<file path="src/rtl/pwm_pkg.sv">
package pwm_pkg;
  typedef enum logic [1:0] {
    ALIGN_EDGE  = 2'd0,
    CTR_FALL_IF = 2'd1,
    CTR_RISE_IF = 2'd2,
    CTR_BOTH_IF = 2'd3
  } align_e;

  localparam logic [1:0] ADR_PERIOD = 2'd0;
  localparam logic [1:0] ADR_CMP    = 2'd1;
  localparam logic [1:0] ADR_CTRL   = 2'd2;
  localparam logic [1:0] ADR_CLEAR  = 2'd3;
endpackage

</file>
<file path="src/rtl/pwm_cfg_regs.sv">
module pwm_cfg_regs
  import pwm_pkg::*;
#(
  parameter int W = 16
) (
  input  logic         clk,
  input  logic         rst_n,
  input  logic         wr_en,
  input  logic [1:0]   wr_addr,
  input  logic [W-1:0] wr_data,
  output logic [W-1:0] per_q,
  output logic [W-1:0] cmp_q,
  output logic         dir_q,
  output align_e       mode_q,
  output logic         clr_o
);
  // address decode
  always_ff @(posedge clk) begin
    if (!rst_n) begin
      per_q  <= '0;
      cmp_q  <= '0;
      dir_q  <= 1'b0;
      mode_q <= ALIGN_EDGE;
    end else if (wr_en) begin
      case (wr_addr)
        ADR_PERIOD: per_q <= wr_data;
        ADR_CMP:    cmp_q <= wr_data;
        ADR_CTRL: begin
          dir_q  <= wr_data[0];
          mode_q <= align_e'(wr_data[2:1]);
        end
        default: ;
      endcase
    end
  end

  assign clr_o = wr_en && (wr_addr == ADR_CLEAR) && wr_data[0];
endmodule

</file>
<file path="src/rtl/pwm_counter.sv">
module pwm_counter
  import pwm_pkg::*;
#(
  parameter int W = 16
) (
  input  logic         clk,
  input  logic         rst_n,
  input  logic [W-1:0] per,
  input  logic         dir_bit,
  input  align_e       mode,
  output logic [W-1:0] cnt_q,
  output logic         dir_now
);
  localparam logic [W-1:0] ONE = W'(1);

  logic slope_q;  // 0 rising, 1 falling (center mode)

  always_ff @(posedge clk) begin
    if (!rst_n) begin
      cnt_q   <= '0;
      slope_q <= 1'b0;
    end else if (mode == ALIGN_EDGE) begin
      slope_q <= dir_bit;
      if (!dir_bit) cnt_q <= (cnt_q >= per) ? '0 : cnt_q + ONE;
      else          cnt_q <= (cnt_q == '0) ? per : cnt_q - ONE;
    end else if (!slope_q) begin                                    // rising
      if (cnt_q >= per) begin
        slope_q <= 1'b1;
        cnt_q   <= (cnt_q == '0) ? '0 : cnt_q - ONE;
      end else begin
        cnt_q <= cnt_q + ONE;
      end
    end else begin                                                  // falling
      if (cnt_q == '0) begin
        slope_q <= 1'b0;
        cnt_q   <= (per == '0) ? '0 : ONE;
      end else begin
        cnt_q <= cnt_q - ONE;
      end
    end
  end

  assign dir_now = (mode == ALIGN_EDGE) ? dir_bit : slope_q;
endmodule

</file>
<file path="src/rtl/pwm_compare.sv">
module pwm_compare
  import pwm_pkg::*;
#(
  parameter int W = 16
) (
  input  logic [W-1:0] cnt,
  input  logic [W-1:0] per,
  input  logic [W-1:0] cmp,
  input  logic         dir_now,
  input  align_e       mode,
  output logic         pwm,
  output logic         flag_set
);
  logic edge_down, hit, slope_ok;

  always_comb begin
    edge_down = (mode == ALIGN_EDGE) && dir_now;
    // saturation high, R4/R5 level rules (R7 falls out of cnt < 0)
    if (cmp > per)      pwm = 1'b1;
    else if (edge_down) pwm = (cnt <= cmp);
    else                pwm = (cnt < cmp);

    hit = (cnt == cmp);
    // mode bit 0 enables falling matches, bit 1 rising matches
    slope_ok = (mode == ALIGN_EDGE) ||
               (mode[0] && dir_now) || (mode[1] && !dir_now);
    flag_set = hit && slope_ok;
  end
endmodule

</file>
<file path="src/rtl/pwm_flag.sv">
module pwm_flag (
  input  logic clk,
  input  logic rst_n,
  input  logic set_i,
  input  logic clr_i,
  output logic flag_q
);
  // a set in the clearing cycle wins
  always_ff @(posedge clk) begin
    if (!rst_n) flag_q <= 1'b0;
    else        flag_q <= set_i | (flag_q & ~clr_i);
  end
endmodule

</file>
<file path="src/rtl/pwm_compare_timer.sv">
module pwm_compare_timer
  import pwm_pkg::*;
#(
  parameter int W = 16
) (
  input  logic         clk,
  input  logic         rst_n,
  input  logic         wr_en,
  input  logic [1:0]   wr_addr,
  input  logic [W-1:0] wr_data,
  output logic         pwm_o,
  output logic         cmp_flag_o,
  output logic [W-1:0] cnt_o,
  output logic         dir_o
);
  logic [W-1:0] per_q, cmp_q;
  logic         dir_q, clr, set;
  align_e       mode_q;

  pwm_cfg_regs #(.W(W)) u_regs (
    .clk(clk), .rst_n(rst_n), .wr_en(wr_en), .wr_addr(wr_addr),
    .wr_data(wr_data), .per_q(per_q), .cmp_q(cmp_q), .dir_q(dir_q),
    .mode_q(mode_q), .clr_o(clr)
  );

  pwm_counter #(.W(W)) u_cnt (
    .clk(clk), .rst_n(rst_n), .per(per_q), .dir_bit(dir_q),
    .mode(mode_q), .cnt_q(cnt_o), .dir_now(dir_o)
  );

  pwm_compare #(.W(W)) u_cmp (
    .cnt(cnt_o), .per(per_q), .cmp(cmp_q), .dir_now(dir_o),
    .mode(mode_q), .pwm(pwm_o), .flag_set(set)
  );

  pwm_flag u_flag (
    .clk(clk), .rst_n(rst_n), .set_i(set), .clr_i(clr), .flag_q(cmp_flag_o)
  );
endmodule

</file>
<file path="config.mk">
export PLATFORM = sky130hd
export DESIGN_NAME = pwm_compare_timer
export DESIGN_NICKNAME = d
export VERILOG_FILES = /design/src/rtl/pwm_pkg.sv /design/src/rtl/pwm_cfg_regs.sv /design/src/rtl/pwm_counter.sv /design/src/rtl/pwm_compare.sv /design/src/rtl/pwm_flag.sv /design/src/rtl/pwm_compare_timer.sv
export SDC_FILE = /design/constraint.sdc
export NUM_CORES = 1
export LEC_CHECK = 0
export ABC_AREA = 1
export ABC_CLOCK_PERIOD_IN_PS = 1850
export BUFFER_PORTS_ARGS = -buffer_cell sky130_fd_sc_hd__buf_2
export CAP_MARGIN = 5
export CORE_MARGIN = 3
export CORE_UTILIZATION = 50
export DETAILED_ROUTE_END_ITERATION = 12
export MAX_ROUTING_LAYER = met4
export PLACE_DENSITY = 0.71
export SETUP_SLACK_MARGIN = 0.5
export SLEW_MARGIN = 40
export SYNTH_ARGS = -nofsm -noshare
export SYNTH_HDL_FRONTEND = slang
export SYNTH_SLANG_ARGS = --single-unit
export TNS_END_PERCENT = 5
</file>
<file path="constraint.sdc">
create_clock -name clk -period 1.85 [get_ports clk]
set_input_delay 0.185 -clock clk [delete_from_list [all_inputs] [get_ports clk]]
set_output_delay 0.185 -clock clk [all_outputs]
set_load 0.1 [all_outputs]
</file>
* Word level (Yosys, flattened, before mapping)
Cells that the tools add are included.
Storage, ports and cells: register bits 53, bits in latches 0, memory bits (writable) 0, memory bits (read-only) 0, input port bits 21, output and inout bits 19, word-level logic and storage cells 52, memories 0
Operators by class: $add $sub $neg 2, multiply operators 0, div/mod/pow operators 0, magnitude comparators 4, equal/unequal tests 4, shift operators 0, multiplexer cells 16, bitwise logic cells 3, reductions and logical operators 16
Operator list (number):
- 16-bit two-way mux | 8
- 16-bit zero test | 2
- 16-bit by 1-bit adder with 16-bit output (second input constant) | 1
- 16-bit equality test | 1
- 16-bit greater-or-equal comparator | 1
- 16-bit greater-than comparator | 1
- 16-bit <= comparator | 1
- 16-bit < comparator | 1
- 16-bit by 1-bit subtractor with 16-bit output (second input constant) | 1
- 1-bit two-way mux | 8
- 1-bit logical AND | 6
- 2-bit AND reduction | 3
- 2-bit equality test (second input constant) | 2
- 2-bit zero test | 2
- 2-bit by 1-bit equality test with 1-bit output (second input constant) | 1
- 1-bit logical OR | 2
- 1-bit bitwise AND | 1
- 1-bit zero test | 1
- 1-bit NOT | 1
- 1-bit bitwise OR | 1

* Longest topological paths before layout
Gate-level depths: netlist of run 1.
word-level depth 7, mapped depth 16, depth with buffers taken out 15

* By module
A second synthesis of run 1 with hierarchy kept.
Second synthesis, totals: cells, all modules 874, area total of the unflattened synthesis 5227.5 µm²
Modules (own cells, without submodules):
- pwm_counter | instances 1, cells an instance 501, area each 2705.1 µm², seq. area each 340.3 µm²
- pwm_cfg_regs | instances 1, cells an instance 217, area each 1561.5 µm², seq. area each 700.7 µm²
- pwm_compare | instances 1, cells an instance 150, area each 917.1 µm², seq. area each 0.0 µm²
- pwm_flag | instances 1, cells an instance 6, area each 43.8 µm², seq. area each 20.0 µm²

* Worst setup path before layout of run 1
Ideal clock, no wire load.
kind reg2out, start point register u_cnt.cnt_q[0], end point output port pwm_o, data arrival time 2.656 ns, data required time 1.665 ns, path slack -0.991 ns, cell stages (with the launch flop) 9, buffers on the path 0, path through dfxtp_1 inv_1 ha_1 nor2_1 o21ai_0 a21boi_0 o21ai_0 a22oi_1 nand2_1
On the way: word-level cells in the longest chain between the ends 3, elaborated cells between the ends (all ways) 4, classes of those cells 2 x order compare; 2 x mux
RTL lines:
- start: declaration | RTL line pwm_counter.sv:11 | output logic [W-1:0] cnt_q,
- start signal: assignment | RTL line pwm_counter.sv:24 | if (!dir_bit) cnt_q <= (cnt_q >= per) ? '0 : cnt_q + ONE;
- start signal: assignment | RTL line pwm_counter.sv:25 | else cnt_q <= (cnt_q == '0) ? per : cnt_q - ONE;
- start signal: assignment | RTL line pwm_counter.sv:29 | cnt_q <= (cnt_q == '0) ? '0 : cnt_q - ONE;
- 16-bit < comparator / 16-bit <= comparator (equally long branches) | RTL line pwm_compare.sv:21, pwm_compare.sv:20
- 1-bit two-way mux * | RTL line pwm_compare.sv:20 | else if (edge_down) pwm = (cnt <= cmp);
- 1-bit two-way mux * | RTL line pwm_compare.sv:19 | if (cmp > per) pwm = 1'b1;
- end: declaration | RTL line pwm_compare_timer.sv:11 | output logic pwm_o,
Every way passes the cells marked *; elsewhere a longest branch is shown, timed or not.

* Worst setup path in the final report of run 1
start point register u_regs.cmp_q[15], end point output port pwm_o
On the way: word-level cells in the longest chain between the ends 3, elaborated cells between the ends (all ways) 5, classes of those cells 3 x order compare; 2 x mux
RTL lines:
- start: declaration | RTL line pwm_cfg_regs.sv:12 | output logic [W-1:0] cmp_q,
- start signal: assignment | RTL line pwm_cfg_regs.sv:27 | ADR_CMP: cmp_q <= wr_data;
- 16-bit < comparator / 16-bit <= comparator (equally long branches) | RTL line pwm_compare.sv:21, pwm_compare.sv:20
- 1-bit two-way mux | RTL line pwm_compare.sv:20
- 1-bit two-way mux * | RTL line pwm_compare.sv:19
Marks and branches as above.

==> results.toml, run 1 <==
[global_routing]
grt_remaining_overflow = 0
grt_pass1_wl_um = 23130
grt_usage = 0.2928
grt_antenna_before_repair = 0
grt_max_degree = 38
grt_pass1_vias = 4832

[timing]
maxSlewHeadroom = 0.5335
layout_min_cycle_time_ns = 2.308
tns_ns = -0.4576
hold_viol_final = 0
tightest_slew_ns = 0.6990
drv_slew = 0
setup_viol = 1
finalCritPeriodShare = 1.247
rsz0062_at_grt = "true"
max_clock_freq_mhz = 433.3
worst_slack_ns = -0.4576
finClkSkew_ns = 0.003554

[clocking]
holdBufCountCts = 0
cts_tree = "built"
cts.sinks = 53
h-tree-depth = 2
clockBufferDepth = 2
path_clk_slew_ns = 0.10
post-cts-setup-buffer-count = 0
numCtsBuffers = 5
cts_root_buf = "clkbuf_8"
clock_latency_ns = 0.30

[drt]
drt_iter0_drc = 231
via_per_inst = 5.518
dr_total_vias = 5088
drtPass1Iterations = 5
totalWireLength_um = 14380
drcViolationCount = 0
detail-route-antenna-nets = 0
drt-wirelength-per-cell_um = 15.60

[flow_run]
drv_cap = 0

[floorplanning]
core_area_mm2 = 0.008806
ioPinCount = 40
core.rowCount = 34
die_h_um = 101.8
die_area_mm2 = 0.01036
initial_core_util = 0.5207
die_w_um = 101.8

[critical_path]
r2r_end = "u_cnt.cnt_q[3]$_SDFF_PN0_"
crit_fanout = 2
path_class = "reg2out"
crit_arrival_ns = 2.12
rr_worst_depth = 12
cp.required_ns = 1.66
critPathCaptureType = "output port"
rrSetupSlack_ns = 0
start_kind = "register"
reg2reg_from = "u_cnt.cnt_q[10]$_SDFF_PN0_"

[synth]
synth-seq-area-share = 0.2314
ys_seq_elements = 53
synthDistinctLibCells = 38
synth_area_per_cell_um2 = 6.316
yosysWarnings = 0
syn_inst = 726
synth_area_mm2 = 0.004586
synth_nets = 798

[placement]
place_hpwl_um = 11590
place_congestion = 0.9393
place_inst = 915
placed_cell_area_mm2 = 0.005582
port_buffers = 39

[final_layout]
fin_area_mm2 = 0.005897
regArea_mm2 = 0.001134
diodes = 0
layout.nets = 886
final_common_cell = "nand2_1"
final_cell_mix = "nand2_1, inv_1, buf_4, a21oi_1"
syn2layout_area_growth_pct = 28.59
multiInputGateArea_mm2 = 0.003249
final_cells = 922
nFillCells = 783
drive_gt1_frac = 0.2776
final_core_util = 0.6697

[worst_hold_path]
min_from = "wr_data[1]"
worstHoldPathCells = 3
min-delay-path-class = "in2reg"
min_to = "u_regs.mode_q[0]$_SDFFE_PN0P_"

[outcome]
outcome = "finished, violations left"
violations = "setup timing"
-- cell type report --
| type | instances | area share |
|---|---|---|
| sequential | 53 | 0.1922 |
| inverter | 113 | 0.07278 |
| clock inverter | 1 | 0.0008487 |
| multi-input combinational | 534 | 0.5510 |
| timing repair buffer | 107 | 0.1443 |
| clock buffer | 6 | 0.01591 |
| tap | 108 | 0.02292 |
-- kinds of logic after synthesis --
group	count (synthesis)	synth area share
AOI/OAI and AO/OA	138	0.1624
adders and majority gates	51	0.1392
and+or+nand+nor	340	0.3372
buffers and inverters	139	0.1203
DFF	53	0.2314
xor gates and xnor gates	5	0.009549
-- synthesized netlist by cell type (all sizes together) --
library cell  instances  share of area
inv                 107          0.088
a31oi                 1         0.0014
o21ai                58          0.066
buf                  13          0.017
a22oi                 1         0.0016
nand3                54          0.062
a221oi                1         0.0019
nor2                 66          0.064
a21oi                71          0.082
ha                   51           0.14
a21boi                1         0.0016
xor2                  5         0.0095
nand4                39          0.053
nor4                  4         0.0055
or2                   2         0.0027
o21a                  1         0.0016
nor3                  8         0.0098
o2111ai               1         0.0019
o21bai                1         0.0016
clkbuf               13          0.011
nand2               167           0.14
clkinv                6         0.0049
o31ai                 1         0.0016
dfxtp                53           0.23
o211ai                1         0.0016
-- critical path, cell delays in order, from the launching register on --
cell and delay (ns):
dfxtp_1 0.35, inv_1 0.08, ha_4 0.26, nand2_1 0.05, inv_1 0.06, nand3_1 0.13
nor4_4 0.24, inv_1 0.14, nor2_4 0.14, a22oi_2 0.09, nand2_4 0.10, buf_12 0.17
-- registers in the layout (all words and copies together), names as in the netlist --
| name | count |
|---|---|
| u_cnt.cnt_q | 16 |
| u_cnt.slope_q | 1 |
| u_flag.flag_q | 1 |
| u_regs.cmp_q | 16 |
| u_regs.dir_q | 1 |
| u_regs.mode_q | 2 |
| u_regs.per_q | 16 |
-- worst max path at each step --
stage / start / end / cells after the start
6_report: u_regs.cmp_q[15]$_SDFFE_PN0P_ / pwm_o / 11
5_1_grt: u_regs.cmp_q[15]$_SDFFE_PN0P_ / pwm_o / 11
4_1_cts: u_regs.cmp_q[15]$_SDFFE_PN0P_ / pwm_o / 11
3_5_place_dp: u_regs.cmp_q[7]$_SDFFE_PN0P_ / pwm_o / 9
3_3_place_gp: u_regs.cmp_q[15]$_SDFFE_PN0P_ / pwm_o / 11
2_1_floorplan: u_cnt.cnt_q[11]$_SDFF_PN0_ / u_cnt.cnt_q[14]$_SDFF_PN0_ / 11
-- metrics by stage --
| step | setup WS, ns | hold slack, ns |
|---|---|---|
| after floorplan | -0.005704 | 0.3199 |
| after global placement | -0.1520 | 0.4502 |
| after detailed placement | -0.1854 | 0.4616 |
| after CTS | -0.4179 | 0.1349 |
| after global routing | -0.5435 | 0.1545 |
| final | -0.4576 | 0.1435 |
-- what timing repair did --
item / 4_1_cts / 5_1_grt
cloned: 0 / 0
gates resized for setup: 64 / 10
setup endpoints to repair: 32 / 27
pin swaps: 7 / 3
-- routing by layer --
layer / track usage / up-vias / routed length (um)
li1: - / 2585 / -
met1: 0.3738 / 2314 / 6457
met2: 0.5025 / 171 / 7010
met3: 0.02479 / 18 / 696
met4: 0.06646 / 0 / 218
met5: - / - / 0
Power of run 1 is left out: the tool's default activity adds up to more than one toggle a clock period on the data nets, which glitch-free logic cannot reach.
==> run 2, diff against run 1 <==
--- a/config.mk
+++ b/config.mk
@@ -12,7 +12,6 @@
 export CORE_MARGIN = 3
 export CORE_UTILIZATION = 50
 export DETAILED_ROUTE_END_ITERATION = 12
-export MAX_ROUTING_LAYER = met4
 export PLACE_DENSITY = 0.71
 export SETUP_SLACK_MARGIN = 0.5
 export SLEW_MARGIN = 40
==> run 2 against run 1 <==
Utilization increased by 2.9 points. Maximum frequency up 2.6%. Largest cell class unchanged. Clock-buffer cell count did not move. Critical path type unchanged. Via count rose by 1.5%. Routed wire length is 4.2% higher. Highest routed layer unchanged. The run still ends with setup timing left.
==> results.toml, run 2 (synthesized netlist as in run 1, its figures left out) <==
[drt]
drcViolationCount = 0
drt_iter0_drc = 278
totalWireLength_um = 14990
drtPass1Iterations = 5
via_per_inst = 5.596
dr_total_vias = 5165
drt-wirelength-per-cell_um = 16.24
detail-route-antenna-nets = 0

[clocking]
cts_tree = "built"
clockBufferDepth = 2
numCtsBuffers = 5
cts_root_buf = "clkbuf_8"
clock_latency_ns = 0.30
cts.sinks = 53
h-tree-depth = 2
path_clk_slew_ns = 0.10

[global_routing]
grt_antenna_before_repair = 0
grt_pass1_wl_um = 23840
grt_max_degree = 38
grt_remaining_overflow = 0
grt_usage = 0.2914
grt_pass1_vias = 4921

[placement]
port_buffers = 39
place_congestion = 0.9154
place_hpwl_um = 11740

[timing]
worst_slack_ns = -0.3984
max_clock_freq_mhz = 444.8
maxSlewHeadroom = 0.5027
setup_viol = 1
tightest_slew_ns = 0.7451
finalCritPeriodShare = 1.215
layout_min_cycle_time_ns = 2.248
finClkSkew_ns = 0.004587
hold_viol_final = 0
rsz0062_at_grt = "true"
drv_slew = 0

[critical_path]
crit_fanout = 2
start_kind = "register"
path_class = "reg2out"
critPathCaptureType = "output port"
cp.required_ns = 1.66
crit_arrival_ns = 2.06

[final_layout]
diodes = 0
final_common_cell = "nand2_1"
nFillCells = 752
drive_gt1_frac = 0.3301
layout.nets = 887
final_cell_mix = "nand2_1, inv_1, a21oi_1, buf_4, nor2_1"
syn2layout_area_growth_pct = 34.08
top_regs = "u_cnt.cnt_q (16), u_regs.cmp_q (16), u_regs.per_q (16)"
final_core_util = 0.6982

[floorplanning]
initial_core_util = 0.5207
die_h_um = 101.8
die_w_um = 101.8
ioPinCount = 40
core_area_mm2 = 0.008806
core.rowCount = 34
die_area_mm2 = 0.01036

[worst_hold_path]
min-delay-path-class = "in2reg"

[outcome]
violations = "setup timing"
outcome = "finished, violations left"

[flow_run]
drv_cap = 0
run 2: final cells by class:
type	instances	area (um2)	area share
tap	108	135.1	0.02198
clock inverter	1	8.758	0.001425
multi-input combinational	534	3435	0.5586
inverter	113	431.7	0.07021
clock buffer	6	93.84	0.01526
sequential	53	1145	0.1862
timing repair buffer	108	899.6	0.1463
run 2: final timing paths:
kind                            startpoint  cells after the start                         to  slack, ns
min                             wr_data[0]                      3  u_regs.dir_q$_SDFFE_PN0P_       0.15
max reg2reg  u_regs.per_q[15]$_SDFFE_PN0P_                     12  u_cnt.cnt_q[9]$_SDFF_PN0_       0.01
min reg2reg       u_flag.flag_q$_SDFF_PN0_                      2   u_flag.flag_q$_SDFF_PN0_       0.48
max          u_regs.cmp_q[14]$_SDFFE_PN0P_                     11                      pwm_o      -0.40
run 2: metrics by stage:
step           instance area, um2   TNS (ns)  hold WS [ns]  std cells  setup WS, ns
6_report                     6148    -0.3984        0.1487        923       -0.3984
3_3_place_gp                 5557    -0.2139        0.4527        915       -0.1720
2_1_floorplan                4835  -0.005704        0.3199        726     -0.005704
3_5_place_dp                 5557    -0.7862        0.4629        915       -0.3014
4_1_cts                      6080    -0.4854        0.1419        922       -0.4854
5_1_grt                      6148     -2.059        0.1530        923       -0.4848
run 2: metal layers:
layer	wire [um]	global-route usage	part of all wire
met1	6477	0.3804	0.43
met2	7350	0.5146	0.49
met3	851	0.02617	0.057
met4	308	0.07566	0.021
met5	0	0	0
run 2: critical path: stages (launching register included):
cell     delay, ns
dfxtp_2       0.36
inv_2         0.06
ha_4          0.25
nand2_2       0.05
inv_2         0.08
nand3_4       0.09
nor4_4        0.23
inv_2         0.10
nor2_4        0.19
a22oi_2       0.10
nand2_4       0.09
buf_12        0.17
run 2: what timing repair did:
item,4_1_cts,5_1_grt
pin swaps,36,14
setup endpoints to repair,33,27
hold endpoints to repair,0,0
buffers inserted,0,1
resized for setup,118,24
hold buffers,0,0
Power of run 2 is left out for the same reason.
